## src/rtl/irq_route_pkg.sv

```systemverilog
package irq_route_pkg;
  localparam logic [2:0] DM_FIXED  = 3'b000;
  localparam logic [2:0] DM_LOWPRI = 3'b001;
  localparam logic [2:0] DM_EXTINT = 3'b111;

  typedef struct packed {
    logic [7:0] dest;
    logic       mask;
    logic       trigger;
    logic       polarity;
    logic       logical;
    logic [2:0] dmode;
    logic [7:0] vector;
  } entry_t;

  localparam int ENT_W = $bits(entry_t);

  typedef struct packed {
    logic [7:0] dest;
    logic [2:0] dmode;
    logic       logical;
    logic       level;
    logic       trigger;
    logic [7:0] vector;
  } msg_t;
endpackage

```

## src/rtl/irq_pin_tracker.sv

```systemverilog
module irq_pin_tracker #(
  parameter int NUM_PINS = 24,
  localparam int IDX_W = (NUM_PINS > 1) ? $clog2(NUM_PINS) : 1
) (
  input  logic                clk_i,
  input  logic                rst_ni,
  input  logic [NUM_PINS-1:0] pin_i,
  input  logic                take_i,
  output logic                grant_vld_o,
  output logic [IDX_W-1:0]    grant_idx_o
);
  logic [NUM_PINS-1:0] pin_q, pend_q, req, grant_oh;

  assign req = pend_q | (pin_i & ~pin_q);

  always_comb begin
    grant_idx_o = '0;
    for (int i = NUM_PINS - 1; i >= 0; i--) begin
      if (req[i]) grant_idx_o = IDX_W'(i);
    end
  end

  assign grant_vld_o = take_i && (|req);

  always_comb begin
    grant_oh = '0;
    if (grant_vld_o) grant_oh[grant_idx_o] = 1'b1;
  end

  always_ff @(posedge clk_i or negedge rst_ni) begin
    if (!rst_ni) begin
      pin_q  <= '0;
      pend_q <= '0;
    end else begin
      pin_q  <= pin_i;
      pend_q <= req & ~grant_oh;
    end
  end

  assert_grant_range_R10: assert property (@(posedge clk_i) disable iff (!rst_ni)
    grant_vld_o |-> (int'(grant_idx_o) < NUM_PINS));

  for (genvar p = 0; p < NUM_PINS; p++) begin : g_hold
    // high level with nothing queued must not requeue
    assert_no_retrigger_R1: assert property (@(posedge clk_i) disable iff (!rst_ni)
      (pin_q[p] && pin_i[p] && !pend_q[p]) |=> !pend_q[p]);
  end
endmodule

```

## src/rtl/irq_dest_resolver.sv

```systemverilog
module irq_dest_resolver
  import irq_route_pkg::*;
#(
  parameter int NUM_CPUS = 8,
  parameter int CNT_W    = 8
) (
  input  entry_t                ent_i,
  input  logic [NUM_CPUS*8-1:0] ldr_i,
  input  logic [7:0]            ext_vec_i,
  input  logic [CNT_W-1:0]      lp_cnt_i,
  output msg_t                  msg_o,
  output logic [NUM_CPUS-1:0]   targets_o,
  output logic                  send_o,
  output logic                  err_o,
  output logic                  lp_adv_o
);
  logic [NUM_CPUS-1:0] match, pick;
  logic [CNT_W-1:0]    set_size, slot, seen;
  logic                lowpri;

  for (genvar c = 0; c < NUM_CPUS; c++) begin : g_match
    assign match[c] = ent_i.logical ? (|(ldr_i[c*8 +: 8] & ent_i.dest))
                                    : (ent_i.dest == 8'hFF || ent_i.dest == 8'(c));
  end

  always_comb begin
    set_size = '0;
    for (int c = 0; c < NUM_CPUS; c++) set_size = set_size + CNT_W'(match[c]);
    slot = lp_cnt_i % ((set_size == '0) ? CNT_W'(1) : set_size);
    pick = '0;
    seen = '0;
    for (int c = 0; c < NUM_CPUS; c++) begin
      if (match[c]) begin
        if (seen == slot) pick[c] = 1'b1;
        seen = seen + CNT_W'(1);
      end
    end
  end

  assign lowpri    = (ent_i.dmode == DM_LOWPRI);
  assign err_o     = !ent_i.mask && lowpri && !ent_i.logical;
  assign targets_o = (lowpri && ent_i.logical) ? pick : match;
  assign send_o    = !ent_i.mask && !err_o && (|targets_o);
  assign lp_adv_o  = !ent_i.mask && lowpri && ent_i.logical && (|match);

  always_comb begin
    msg_o.dest    = ent_i.dest;
    msg_o.dmode   = ent_i.dmode;
    msg_o.logical = ent_i.logical;
    msg_o.level   = ent_i.polarity;
    msg_o.trigger = ent_i.trigger;
    msg_o.vector  = (ent_i.dmode == DM_EXTINT) ? ext_vec_i : ent_i.vector;
  end
endmodule

```

## src/rtl/irq_route_top.sv

```systemverilog
module irq_route_top
  import irq_route_pkg::*;
#(
  parameter int NUM_PINS = 24,
  parameter int NUM_CPUS = 8,
  parameter int CNT_W    = 8
) (
  input  logic                      clk_i,
  input  logic                      rst_ni,
  input  logic [NUM_PINS-1:0]       pin_i,
  input  logic [NUM_PINS*ENT_W-1:0] entries_i,
  input  logic [NUM_CPUS*8-1:0]     cpu_ldr_i,
  input  logic [7:0]                ext_vec_i,
  input  logic                      msg_ready_i,
  output logic                      msg_valid_o,
  output logic [7:0]                msg_vector_o,
  output logic [2:0]                msg_dmode_o,
  output logic                      msg_logical_o,
  output logic                      msg_level_o,
  output logic                      msg_trigger_o,
  output logic [7:0]                msg_dest_o,
  output logic [NUM_CPUS-1:0]       msg_targets_o,
  output logic                      err_o
);
  localparam int IDX_W = (NUM_PINS > 1) ? $clog2(NUM_PINS) : 1;

  logic                take, grant_vld, send, err, lp_adv;
  logic [IDX_W-1:0]    grant_idx;
  entry_t              ent;
  msg_t                msg, msg_q;
  logic [NUM_CPUS-1:0] targets, tgt_q;
  logic                vld_q, err_q;
  logic [CNT_W-1:0]    lp_cnt_q;

  assign take = !vld_q || msg_ready_i;

  irq_pin_tracker #(.NUM_PINS(NUM_PINS)) u_track (
    .clk_i      (clk_i),
    .rst_ni     (rst_ni),
    .pin_i      (pin_i),
    .take_i     (take),
    .grant_vld_o(grant_vld),
    .grant_idx_o(grant_idx)
  );

  assign ent = entry_t'(entries_i[int'(grant_idx)*ENT_W +: ENT_W]);

  irq_dest_resolver #(.NUM_CPUS(NUM_CPUS), .CNT_W(CNT_W)) u_resolve (
    .ent_i    (ent),
    .ldr_i    (cpu_ldr_i),
    .ext_vec_i(ext_vec_i),
    .lp_cnt_i (lp_cnt_q),
    .msg_o    (msg),
    .targets_o(targets),
    .send_o   (send),
    .err_o    (err),
    .lp_adv_o (lp_adv)
  );

  always_ff @(posedge clk_i or negedge rst_ni) begin
    if (!rst_ni) begin
      vld_q    <= 1'b0;
      err_q    <= 1'b0;
      msg_q    <= '0;
      tgt_q    <= '0;
      lp_cnt_q <= '0;
    end else begin
      err_q <= grant_vld && err;
      if (take) vld_q <= grant_vld && send;
      if (grant_vld && send) begin
        msg_q <= msg;
        tgt_q <= targets;
      end
      if (grant_vld && lp_adv) lp_cnt_q <= lp_cnt_q + CNT_W'(1);
    end
  end

  assign msg_valid_o   = vld_q;
  assign msg_vector_o  = msg_q.vector;
  assign msg_dmode_o   = msg_q.dmode;
  assign msg_logical_o = msg_q.logical;
  assign msg_level_o   = msg_q.level;
  assign msg_trigger_o = msg_q.trigger;
  assign msg_dest_o    = msg_q.dest;
  assign msg_targets_o = tgt_q;
  assign err_o         = err_q;

  assert_hold_stable_R10: assert property (@(posedge clk_i) disable iff (!rst_ni)
    (msg_valid_o && !msg_ready_i) |=> (msg_valid_o && $stable(msg_q) && $stable(tgt_q)));

  assert_targets_nonempty_R9: assert property (@(posedge clk_i) disable iff (!rst_ni)
    msg_valid_o |-> (msg_targets_o != '0));

  assert_lowpri_single_R7: assert property (@(posedge clk_i) disable iff (!rst_ni)
    (msg_valid_o && msg_dmode_o == DM_LOWPRI) |-> ($countones(msg_targets_o) == 1));

  assert_lowpri_logical_R8: assert property (@(posedge clk_i) disable iff (!rst_ni)
    (msg_valid_o && msg_dmode_o == DM_LOWPRI) |-> msg_logical_o);

  assert_err_no_issue_R8: assert property (@(posedge clk_i) disable iff (!rst_ni)
    (err_o && !$past(msg_valid_o)) |-> !msg_valid_o);
endmodule

```

## config.mk

```make
export PLATFORM = sky130hd
export DESIGN_NAME = irq_route_top
export DESIGN_NICKNAME = d
export VERILOG_FILES = /design/src/rtl/irq_route_pkg.sv /design/src/rtl/irq_pin_tracker.sv /design/src/rtl/irq_dest_resolver.sv /design/src/rtl/irq_route_top.sv
export SDC_FILE = /design/constraint.sdc
export NUM_CORES = 1
export LEC_CHECK = 0
export ABC_AREA = 1
export BUFFER_PORTS_ARGS = -buffer_cell sky130_fd_sc_hd__buf_2
export CAP_MARGIN = 40
export CORE_AREA = 8 8 260 262
export DETAILED_ROUTE_END_ITERATION = 8
export DIE_AREA = 0 0 268 270
export GPL_TIMING_DRIVEN = 0
export PLACE_DENSITY = 0.44
export SETUP_SLACK_MARGIN = 0.5
export SLEW_MARGIN = 20
export SYNTH_ARGS = -nofsm -noshare
export SYNTH_HDL_FRONTEND = slang
export SYNTH_SLANG_ARGS = --single-unit
export TNS_END_PERCENT = 10
```

## constraint.sdc

```tcl
create_clock -name clk_i -period 17.21 [get_ports clk_i]
set_input_delay 3.442 -clock clk_i [delete_from_list [all_inputs] [get_ports clk_i]]
set_output_delay 3.442 -clock clk_i [all_outputs]
set_load 0.1 [all_outputs]
```

==> results.cfg, run 1 <==
[layout]
final_cells = 3911
final_core_util_pct = 32.3
final_nets = 3720
drive_gt1_share_pct = 39.4
synthToLayoutAreaGrowth_pct = 60.5
fill_cells = 7268

[floorplan]
die_h_um = 270
fp.dieArea_mm2 = 0.0724
rows = 93
core-area_mm2 = 0.0636
initial_utilization_pct = 20.1
ios = 683
dieWidth_um = 268

[timing]
finalSetupViolCount = 31
layout_setup_ws_ps = -1670
hold_viol = 0
hold_ws_ps = 490
slew_headroom_pct = 45.8
fin_crit_ps = 18880
clock.fmax_ghz = 0.0530
worstMarginPinSlew_ps = 813
period_share_pct = 110
clock-skew-final_ps = 17.5
rsz0062_at_grt = true
maxSlewViolCount = 0

[yosys]
ys_ff_latch = 88
ys_warn_count = 0
syn-num-nets = 2856
postSynth.asyncResetShare_pct = 100
synth_flop_cell = dfrtp_1
yosysSeqAreaShare_pct = 17.2
syn_area_mm2 = 0.0128
synth_top_area_share_pct = 17.2
synthesis.instances = 2161
yosysTopAreaCell = dfrtp_1
synth-edff-count = 0
synthTopCellsByArea = dfrtp_1, nand2_1, inv_1
synth.distinct_cells = 58
syn_area_per_cell_um2 = 5.92

[hold_path]
min_path_cells = 2
worstHoldStart = msg_targets_o[7]
whs_endpoint = msg_targets_o[7]
hp-class = reg2reg

[clock_tree]
cts.clk_slew.worst_paths_ps = 70
hold_buffers = 0
tritoncts = built
cts_num_sinks = 88
htreeDepth = 3
clock_path_buffers = 2
root_buffer = clkbuf_16
worstSkewPairLatency_ps = 350
cts_buffers = 9

[setup_path]
r2r_start = u_track.pin_q[23]
cp_slowest_stage_delay_ps = 560
critical_path_arrival_ps = 19120
rr_worst_depth = 132
cp_num_buf_inv = 29
critical_path_class = in2reg
path_common_cell = nand2_1
r2r_end = msg_dest_o[4]
crit_family = simple AND/OR/NAND/NOR gates
critPathLaunchType = input pin
crit_path_max_fanout = 10
cp_slowest_cell = fa_1
crit_path_end_kind = flop
reg2reg_slack_ps = 1110
crit_required_ps = 17450

[place]
hpwl_um = 78200
dp_slack_ps = -4400
gp_congestion = 0.967
dp_cells = 3702
port_buffers = 682

[outcome]
status = finished with violations
violations = setup timing

[drt]
wl_um = 94500
firstDrtPassIters = 6
vias = 18900
wire_per_inst_um = 24.2
viasPerCell = 4.82
drt_iter0_drc = 1538
drc = 0
final_antenna_net_count = 0

[grt]
grt_pass1_vias = 19200
grt_max_degree = 74
grt_pass1_wl_um = 133000
track_usage_pct = 24.7
grt_overflow_total = 0
antenna_found_initial = 48

[job]
cap_violations = 0
## worst min-delay path, cell delays in order (launching register included)
cell     delay (ps)
dfrtp_1         360
nand2_1          60
nand2_1          50
## area by class of cell
type                            instances  area [um2]  area share (%)
Multi-Input combinational cell       1612        9770            47.6
Antenna cell                           26        65.1           0.317
Inverter                              339        1350            6.55
Sequential cell                        88        2200            10.7
Clock buffer                            9         225            1.10
Timing Repair Buffer                  852        4990            24.3
Tap cell                              855        1070            5.21
Buffer                                123         787            3.83
Clock inverter                          7        73.8           0.360
## what timing repair did
action / in CTS / in global routing
setup buffers: 119 / 39
resized for setup: 200 / 101
pin swaps: 104 / 94
endpoints found under the setup margin: 31 / 31
gates cloned: 7 / 0
## through the flow
stage	setup TNS, ps	instance area [um2]
floorplan	-21560	13000
global placement	-151960	17500
detailed placement	-131260	17600
CTS	-44090	19800
global route	-80670	20500
finish	-49440	20500
## layout by cell type (no fill, tap or decap), types with 15 or more instances in the layout
master / n
o21ai_1: 15
nand2_2: 56
buf_4: 152
diode_2: 26
nor2_4: 15
dfrtp_1: 88
a221oi_1: 29
nand3_2: 23
nand2_1: 509
clkbuf_1: 58
ha_1: 31
a21oi_1: 56
nand3b_1: 87
inv_1: 299
o21ai_2: 15
xor2_1: 21
nand4_1: 139
nand2_4: 33
inv_2: 19
o221ai_1: 25
o21ai_0: 55
nor2_1: 128
buf_2: 693
nor2_2: 18
nand3_1: 197
buf_6: 18
nor3_1: 37
## cells in the mapped netlist, types with 9 or more instances
master / count
nand3_1: 213
xor2_1: 22
buf_1: 19
nor2_2: 12
buf_2: 20
a21oi_1: 67
nand2_4: 9
clkbuf_1: 65
o21ai_0: 78
nand3b_1: 87
dfrtp_1: 88
nand4_1: 139
ha_1: 39
o221ai_1: 25
o31ai_1: 10
xnor2_1: 9
nor3_1: 40
nor2_1: 146
o21ai_1: 14
buf_6: 13
inv_1: 314
nand2_1: 574
inv_2: 16
a221oi_1: 33
nand2_2: 20
## flip-flops by register name, indices dropped and copies added (netlist names)
register        count
u_track.pin_q      24
err_o               1
msg_valid_o         1
lp_cnt_q            8
msg_dest_o          8
msg_dmode_o         3
msg_trigger_o       1
u_track.pend_q     24
msg_vector_o        8
msg_targets_o       8
msg_level_o         1
msg_logical_o       1
## how the worst max path moves through the flow
stage,cells past startpoint,startpoint,slack [ps],end
finish,123,pin_i[20],-1670,msg_dest_o[4]
detailed placement,104,pin_i[1],-4400,msg_dest_o[1]
floorplan,131,pin_i[22],-710,msg_dmode_o[2]
CTS,131,pin_i[22],-1470,msg_dest_o[3]
global route,129,pin_i[22],-2660,msg_dest_o[4]
global placement,109,pin_i[1],-5080,msg_dest_o[1]
## per-layer routing
metal	track usage (%)	vias to the layer above	wire (um)
li1	-	8924	-
met1	31.8	8816	39500
met2	39.9	905	42900
met3	5.35	195	8130
met4	9.47	26	3860
met5	0	-	158
## kinds of logic after synthesis
family,Yosys count,synth area share [%]
mux,7,0.616
xor+xnor,32,2.30
flops,88,17.2
simple gates,1267,47.5
buf+inv,462,14.8
fa+ha+maj,44,4.60
compound gates,261,13.0
Power of run 1 is not shown: default switching activity piles up to over one toggle a cycle in this logic, so the estimate is an artifact.
==> run 2: changes to the inputs <==
--- a/config.mk
+++ b/config.mk
@@ -13,7 +13,7 @@
 export DIE_AREA = 0 0 268 270
 export GPL_TIMING_DRIVEN = 0
 export PLACE_DENSITY = 0.44
-export SETUP_SLACK_MARGIN = 0.5
+export SETUP_SLACK_MARGIN = 0.1
 export SLEW_MARGIN = 20
 export SYNTH_ARGS = -nofsm -noshare
 export SYNTH_HDL_FRONTEND = slang
==> run 2 against run 1 <==
Wire length up 0.15%. Worst hold slack better by 2.0 ps. Highest routed layer unchanged. The flow still finishes with violations (setup timing). Via count shrank 0.16%. Register-to-register slack better by 30 ps. Global-route usage stayed put. Die area unchanged. Maximum frequency about the same. Setup slack gained 16 ps. Non-clock buffer count fell by 2. First-iteration DRC count grew 1.4%.
==> results.cfg, run 2 (synthesis gave the netlist of run 1 again) <==
[outcome]
status = finished with violations
violations = setup timing

[floorplan]
dieWidth_um = 268
initial_utilization_pct = 20.1
rows = 93
ios = 683
core-area_mm2 = 0.0636
die_h_um = 270
fp.dieArea_mm2 = 0.0724

[timing]
fin_crit_ps = 18860
finalSetupTns_ps = -50300
clock-skew-final_ps = 14.9
finalSetupViolCount = 31
worstMarginPinSlew_ps = 827
rsz0062_at_grt = true
slew_headroom_pct = 44.9
maxSlewViolCount = 0
period_share_pct = 110
clock.fmax_ghz = 0.0530
layout_setup_ws_ps = -1650
hold_viol = 0

[place]
dp_cells = 3702
gp_congestion = 0.967
port_buffers = 682
hpwl_um = 78200

[layout]
drive_gt1_share_pct = 39.7
final_cells = 3912
top_regs = u_track.pend_q: 24 flops, u_track.pin_q: 24 flops
final_cell_mix = buf_2, nand2_1, inv_1
final_common_cell = buf_2
synthToLayoutAreaGrowth_pct = 60.6
final_nets = 3718

[setup_path]
critPathLaunchType = input pin
crit_family = simple AND/OR/NAND/NOR gates
cp_slowest_stage_delay_ps = 560
rr_worst_depth = 130
crit_end = msg_targets_o[3]
crit_path_end_kind = flop
critical_path_arrival_ps = 19100
path_depth = 121
r2r_end = msg_targets_o[3]
cp_num_buf_inv = 34
cp_slowest_cell = fa_1
critical_path_class = in2reg
r2r_start = u_track.pin_q[23]
crit_path_max_fanout = 10
crit_required_ps = 17450
path_common_cell = nand2_1
cp-startpoint = pin_i[20]
reg2reg_slack_ps = 1140

[hold_path]
hp-class = reg2reg

[grt]
grt_pass1_wl_um = 133000
track_usage_pct = 24.7
antenna_found_initial = 48
grt_pass1_vias = 19200
grt_overflow_total = 0
grt_max_degree = 74

[clock_tree]
htreeDepth = 3
root_buffer = clkbuf_16
cts_num_sinks = 88
cts_buffers = 9
tritoncts = built
hold_buffers = 0
worstSkewPairLatency_ps = 350
clock_path_buffers = 2
cts.clk_slew.worst_paths_ps = 70

[drt]
wire_per_inst_um = 24.2
final_antenna_net_count = 0
firstDrtPassIters = 6
drc = 0
wl_um = 94700
vias = 18800
drt_iter0_drc = 1559
viasPerCell = 4.81

[job]
cap_violations = 0
run 2: cell types whose count changed in the layout (fill, tap and decap cells not counted), moves of 3 or more:
cell | previous run | this run
nand2_1 | 509 | 502
nand2_2 | 56 | 65
nand3_2 | 23 | 30
diode_2 | 26 | 29
buf_4 | 152 | 149
nand3_1 | 197 | 190
run 2: cell type report:
type / instances / area, um2
antenna: 29 / 72.6
buffer: 123 / 796
clock buffer: 9 / 225
clock inverter: 7 / 73.8
fill: 7274 / 43100
inverter: 339 / 1350
multi-input combinational: 1612 / 9780
sequential: 88 / 2200
tap: 855 / 1070
timing repair buffer: 850 / 4980
run 2: worst min path at each step:
stage / startpoint / end / slack (ps) / cells past startpoint
6_report: msg_targets_o[7] / msg_targets_o[7] / 490 / 2
5_1_grt: msg_targets_o[7] / msg_targets_o[7] / 500 / 2
4_1_cts: msg_targets_o[7] / msg_targets_o[7] / 490 / 2
3_5_place_dp: msg_targets_o[7] / msg_targets_o[7] / 470 / 2
3_3_place_gp: msg_targets_o[7] / msg_targets_o[7] / 470 / 2
2_1_floorplan: lp_cnt_q[4] / lp_cnt_q[4] / 470 / 1
run 2: through the flow:
step	setup WS [ps]	hold WS, ps	instance area, um2	utilization [%]
2_1_floorplan	-711	473	13000	-
3_3_place_gp	-5080	470	17500	27.5
3_5_place_dp	-4400	473	17600	27.6
4_1_cts	-1470	491	19800	31.1
5_1_grt	-2660	504	20500	32.2
6_report	-1650	492	20500	32.3
run 2: worst reg2reg max path: cells and delay by family (launching register included):
family | cells | cell delay, ps
buf+inv | 32 | 2710
flops | 1 | 360
simple gates | 61 | 5730
compound gates | 23 | 2760
xor+xnor | 1 | 140
fa+ha+maj | 13 | 4250
run 2: repair_timing:
item	CTS	global route
endpoints found under the setup margin	31	31
hold endpoints to repair	0	0
cloned	7	1
buffers inserted	119	37
gates resized for setup	200	109
pin swaps	104	106
run 2: per-layer routing:
layer	track usage [%]	vias to the layer above	wire length, um	share of wire, %
met5	0	-	158	0.17
met4	9.47	24	3690	3.9
met3	5.35	176	7760	8.2
met2	39.9	899	43100	45
met1	31.8	8815	40000	42
li1	-	8922	-	-
Power of run 2 is left out for the same reason.
==> run 3: changes to the inputs <==
--- a/config.mk
+++ b/config.mk
@@ -8,14 +8,15 @@
 export ABC_AREA = 1
 export BUFFER_PORTS_ARGS = -buffer_cell sky130_fd_sc_hd__buf_2
 export CAP_MARGIN = 40
-export CORE_AREA = 8 8 260 262
+export CORE_AREA = 8 8 258 260
 export DETAILED_ROUTE_END_ITERATION = 8
-export DIE_AREA = 0 0 268 270
+export DIE_AREA = 0 0 266 268
 export GPL_TIMING_DRIVEN = 0
-export PLACE_DENSITY = 0.44
+export PLACE_DENSITY = 0.47
 export SETUP_SLACK_MARGIN = 0.1
 export SLEW_MARGIN = 20
 export SYNTH_ARGS = -nofsm -noshare
 export SYNTH_HDL_FRONTEND = slang
+export SYNTH_HIERARCHICAL = 1
 export SYNTH_SLANG_ARGS = --single-unit
 export TNS_END_PERCENT = 10
==> constraint.sdc (replaced) <==
create_clock -name clk_i -period 17.21 [get_ports clk_i]
set_input_delay 0 -clock clk_i [delete_from_list [all_inputs] [get_ports clk_i]]
set_output_delay 0 -clock clk_i [all_outputs]
set_load 0.01 [all_outputs]
==> run 3 against run 2 <==
Wire length increased by 4.6%. First-iteration DRC count decreased by 4.4%. The run now ends clean. Setup slack improved by 2000 ps. Non-clock buffer count increased by 49. Die area decreased by 1.5%. Critical path type is now reg2reg. Register-to-register slack got worse by 810 ps. Sequential cell count unchanged. Largest cell class unchanged. Sequential share of layout area decreased by 0.75 points. Synthesized cell count increased by 19%.
==> results.cfg, run 3 <==
[layout]
final_nets = 4153
synthToLayoutAreaGrowth_pct = 55.7
final_core_util_pct = 35.4
top_regs = u_track/pend_q: 24 flops, u_track/pin_q: 24 flops
fill_cells = 7255
final_cell_mix = nand2_1, buf_2, inv_1
drive_gt1_share_pct = 37.4
final_common_cell = nand2_1

[grt]
grt_pass1_vias = 19900
antenna_found_initial = 31
grt_pass1_wl_um = 138000
track_usage_pct = 26.3
grt_max_degree = 55
grt_overflow_total = 0

[yosys]
ys_ff_latch = 88
synth_flop_cell = dfrtp_1
synthTopCellsByArea = nand2_1, dfrtp_1, nand3_1
ys_top_cells_by_count = nand2_1, inv_1, nand3_1
yosysTopAreaCell = nand2_1
synth.most_common_cell = nand2_1
yosysSeqAreaShare_pct = 15.5
synth_top_area_share_pct = 22.0
syn_area_mm2 = 0.0142
postSynth.asyncResetShare_pct = 100
synthesis.instances = 2579
synth-edff-count = 0
synth.distinct_cells = 53
syn_area_per_cell_um2 = 5.50
ys_warn_count = 6
syn-num-nets = 3273

[clock_tree]
tritoncts = built
cts_buffers = 9
worstSkewPairLatency_ps = 370
cts.clk_slew.worst_paths_ps = 70
root_buffer = clkbuf_16
clock_path_buffers = 2
cts_num_sinks = 88
htreeDepth = 3

[floorplan]
rows = 92
dieWidth_um = 266
fp.dieArea_mm2 = 0.0713
die_h_um = 268
core-area_mm2 = 0.0624
initial_utilization_pct = 22.7
ios = 683

[timing]
clock-skew-final_ps = 9.64
layout_setup_ws_ps = 330
finalSetupViolCount = 0
finalSetupTns_ps = 0
hold_viol = 0
fin_crit_ps = 16880
maxSlewViolCount = 0
hold_ws_ps = 10.9
slew_headroom_pct = 44.3
worstMarginPinSlew_ps = 835
rsz0062_at_grt = true
clock.fmax_ghz = 0.0592
period_share_pct = 98.1

[setup_path]
critical_path_class = reg2reg
rr_worst_depth = 143
path_common_cell = nand2_1
crit_path_max_fanout = 8
cp_slowest_stage_delay_ps = 500
cp_slowest_cell = fa_1
crit_required_ps = 17460
crit_path_end_kind = flop
critical_path_arrival_ps = 17130
reg2reg_slack_ps = 330
critPathLaunchType = flop

[job]
cap_violations = 0

[outcome]
status = complete, no violations

[place]
port_buffers = 682
hpwl_um = 82600
gp_congestion = 0.932
dp_slack_ps = -3670

[drt]
final_antenna_net_count = 0
drt_iter0_drc = 1491
wire_per_inst_um = 22.9
drc = 0
vias = 20200
firstDrtPassIters = 5
viasPerCell = 4.66
wl_um = 99000

[hold_path]
hp-class = in2reg
min_path_cells = 3
==> run 3: cell count changes in the layout (fill, tap and decap cells not counted), moves of 25 or more <==
| cell | previous run | this run |
|---|---|---|
| clkbuf_1 | 58 | 22 |
| o211ai_1 | 1 | 46 |
| nand3_1 | 190 | 336 |
| nor3_1 | 37 | 6 |
| dlygate4sd3_1 | 0 | 32 |
| nand4_1 | 139 | 24 |
| nor2_1 | 129 | 201 |
| o221ai_1 | 25 | 0 |
| nand2_1 | 502 | 749 |
| inv_1 | 300 | 443 |
| a21oi_1 | 57 | 20 |
| nand3b_1 | 87 | 8 |
| mux2_2 | 7 | 38 |
==> run 3: kinds of logic after synthesis <==
kind of cell	Yosys count	synth area share [%]
muxes	39	3.10
xor gates and xnor gates	19	1.17
AOI/OAI and AO/OA	247	11.1
buffers and inverters	633	19.1
and+or+nand+nor	1510	46.0
DFF	88	15.5
adders and majority gates	43	4.06
==> run 3: metal layers <==
| metal | part of all wire [%] | vias up | track usage (%) |
|---|---|---|---|
| li1 | - | 9820 | - |
| met1 | 42 | 9442 | 33.0 |
| met2 | 48 | 795 | 45.8 |
| met3 | 7.7 | 96 | 6.11 |
| met4 | 1.8 | 8 | 5.59 |
| met5 | 0.055 | - | 0 |
==> run 3: path summary, 6_finish.rpt <==
check	from	endpoint
min	ext_vec_i[5]	msg_vector_o[5]
max	u_track/pin_q[23]	msg_dest_o[2]
min in group asynchronous	rst_ni	msg_targets_o[2]
max in group asynchronous	rst_ni	msg_dest_o[0]
max reg2reg	u_track/pin_q[23]	msg_dest_o[2]
min reg2reg	msg_targets_o[0]	msg_targets_o[0]
==> run 3: through the flow <==
stage	area (um2)	instances
6_report	22100	4325
5_1_grt	22100	4325
4_1_cts	20900	4266
3_5_place_dp	18700	4113
3_3_place_gp	18700	4107
2_1_floorplan	14200	2579
==> run 3: layout make-up <==
cell class	count	area, um2	share of cell area, %
Sequential cell	88	2200	9.97
Buffer	151	1240	5.63
Timing Repair Buffer	871	5110	23.1
Tap cell	846	1060	4.79
Clock buffer	11	243	1.10
Clock inverter	5	40.0	0.181
Inverter	480	1830	8.26
Multi-Input combinational cell	1858	10300	46.8
Antenna cell	15	37.5	0.170
==> run 3: worst max-delay path, delay by kind of cell (launching register included) <==
kind | cells | cell delay [ps]
AO/OA/AOI/OAI | 17 | 1970
adder cells (fa/ha/maj) | 13 | 4110
buffers and inverters | 30 | 2790
flip-flops | 1 | 360
multiplexers | 1 | 270
AND/OR/NAND/NOR | 82 | 7150
==> run 3: timing repair <==
item	CTS	global route
pin swaps	51	103
endpoints found under the hold margin	131	0
buffers inserted	101	42
gates cloned	4	2
hold buffers	32	0
gates resized for setup	191	236
endpoints found under the setup margin	31	31
Power of run 3 is left out for the same reason.
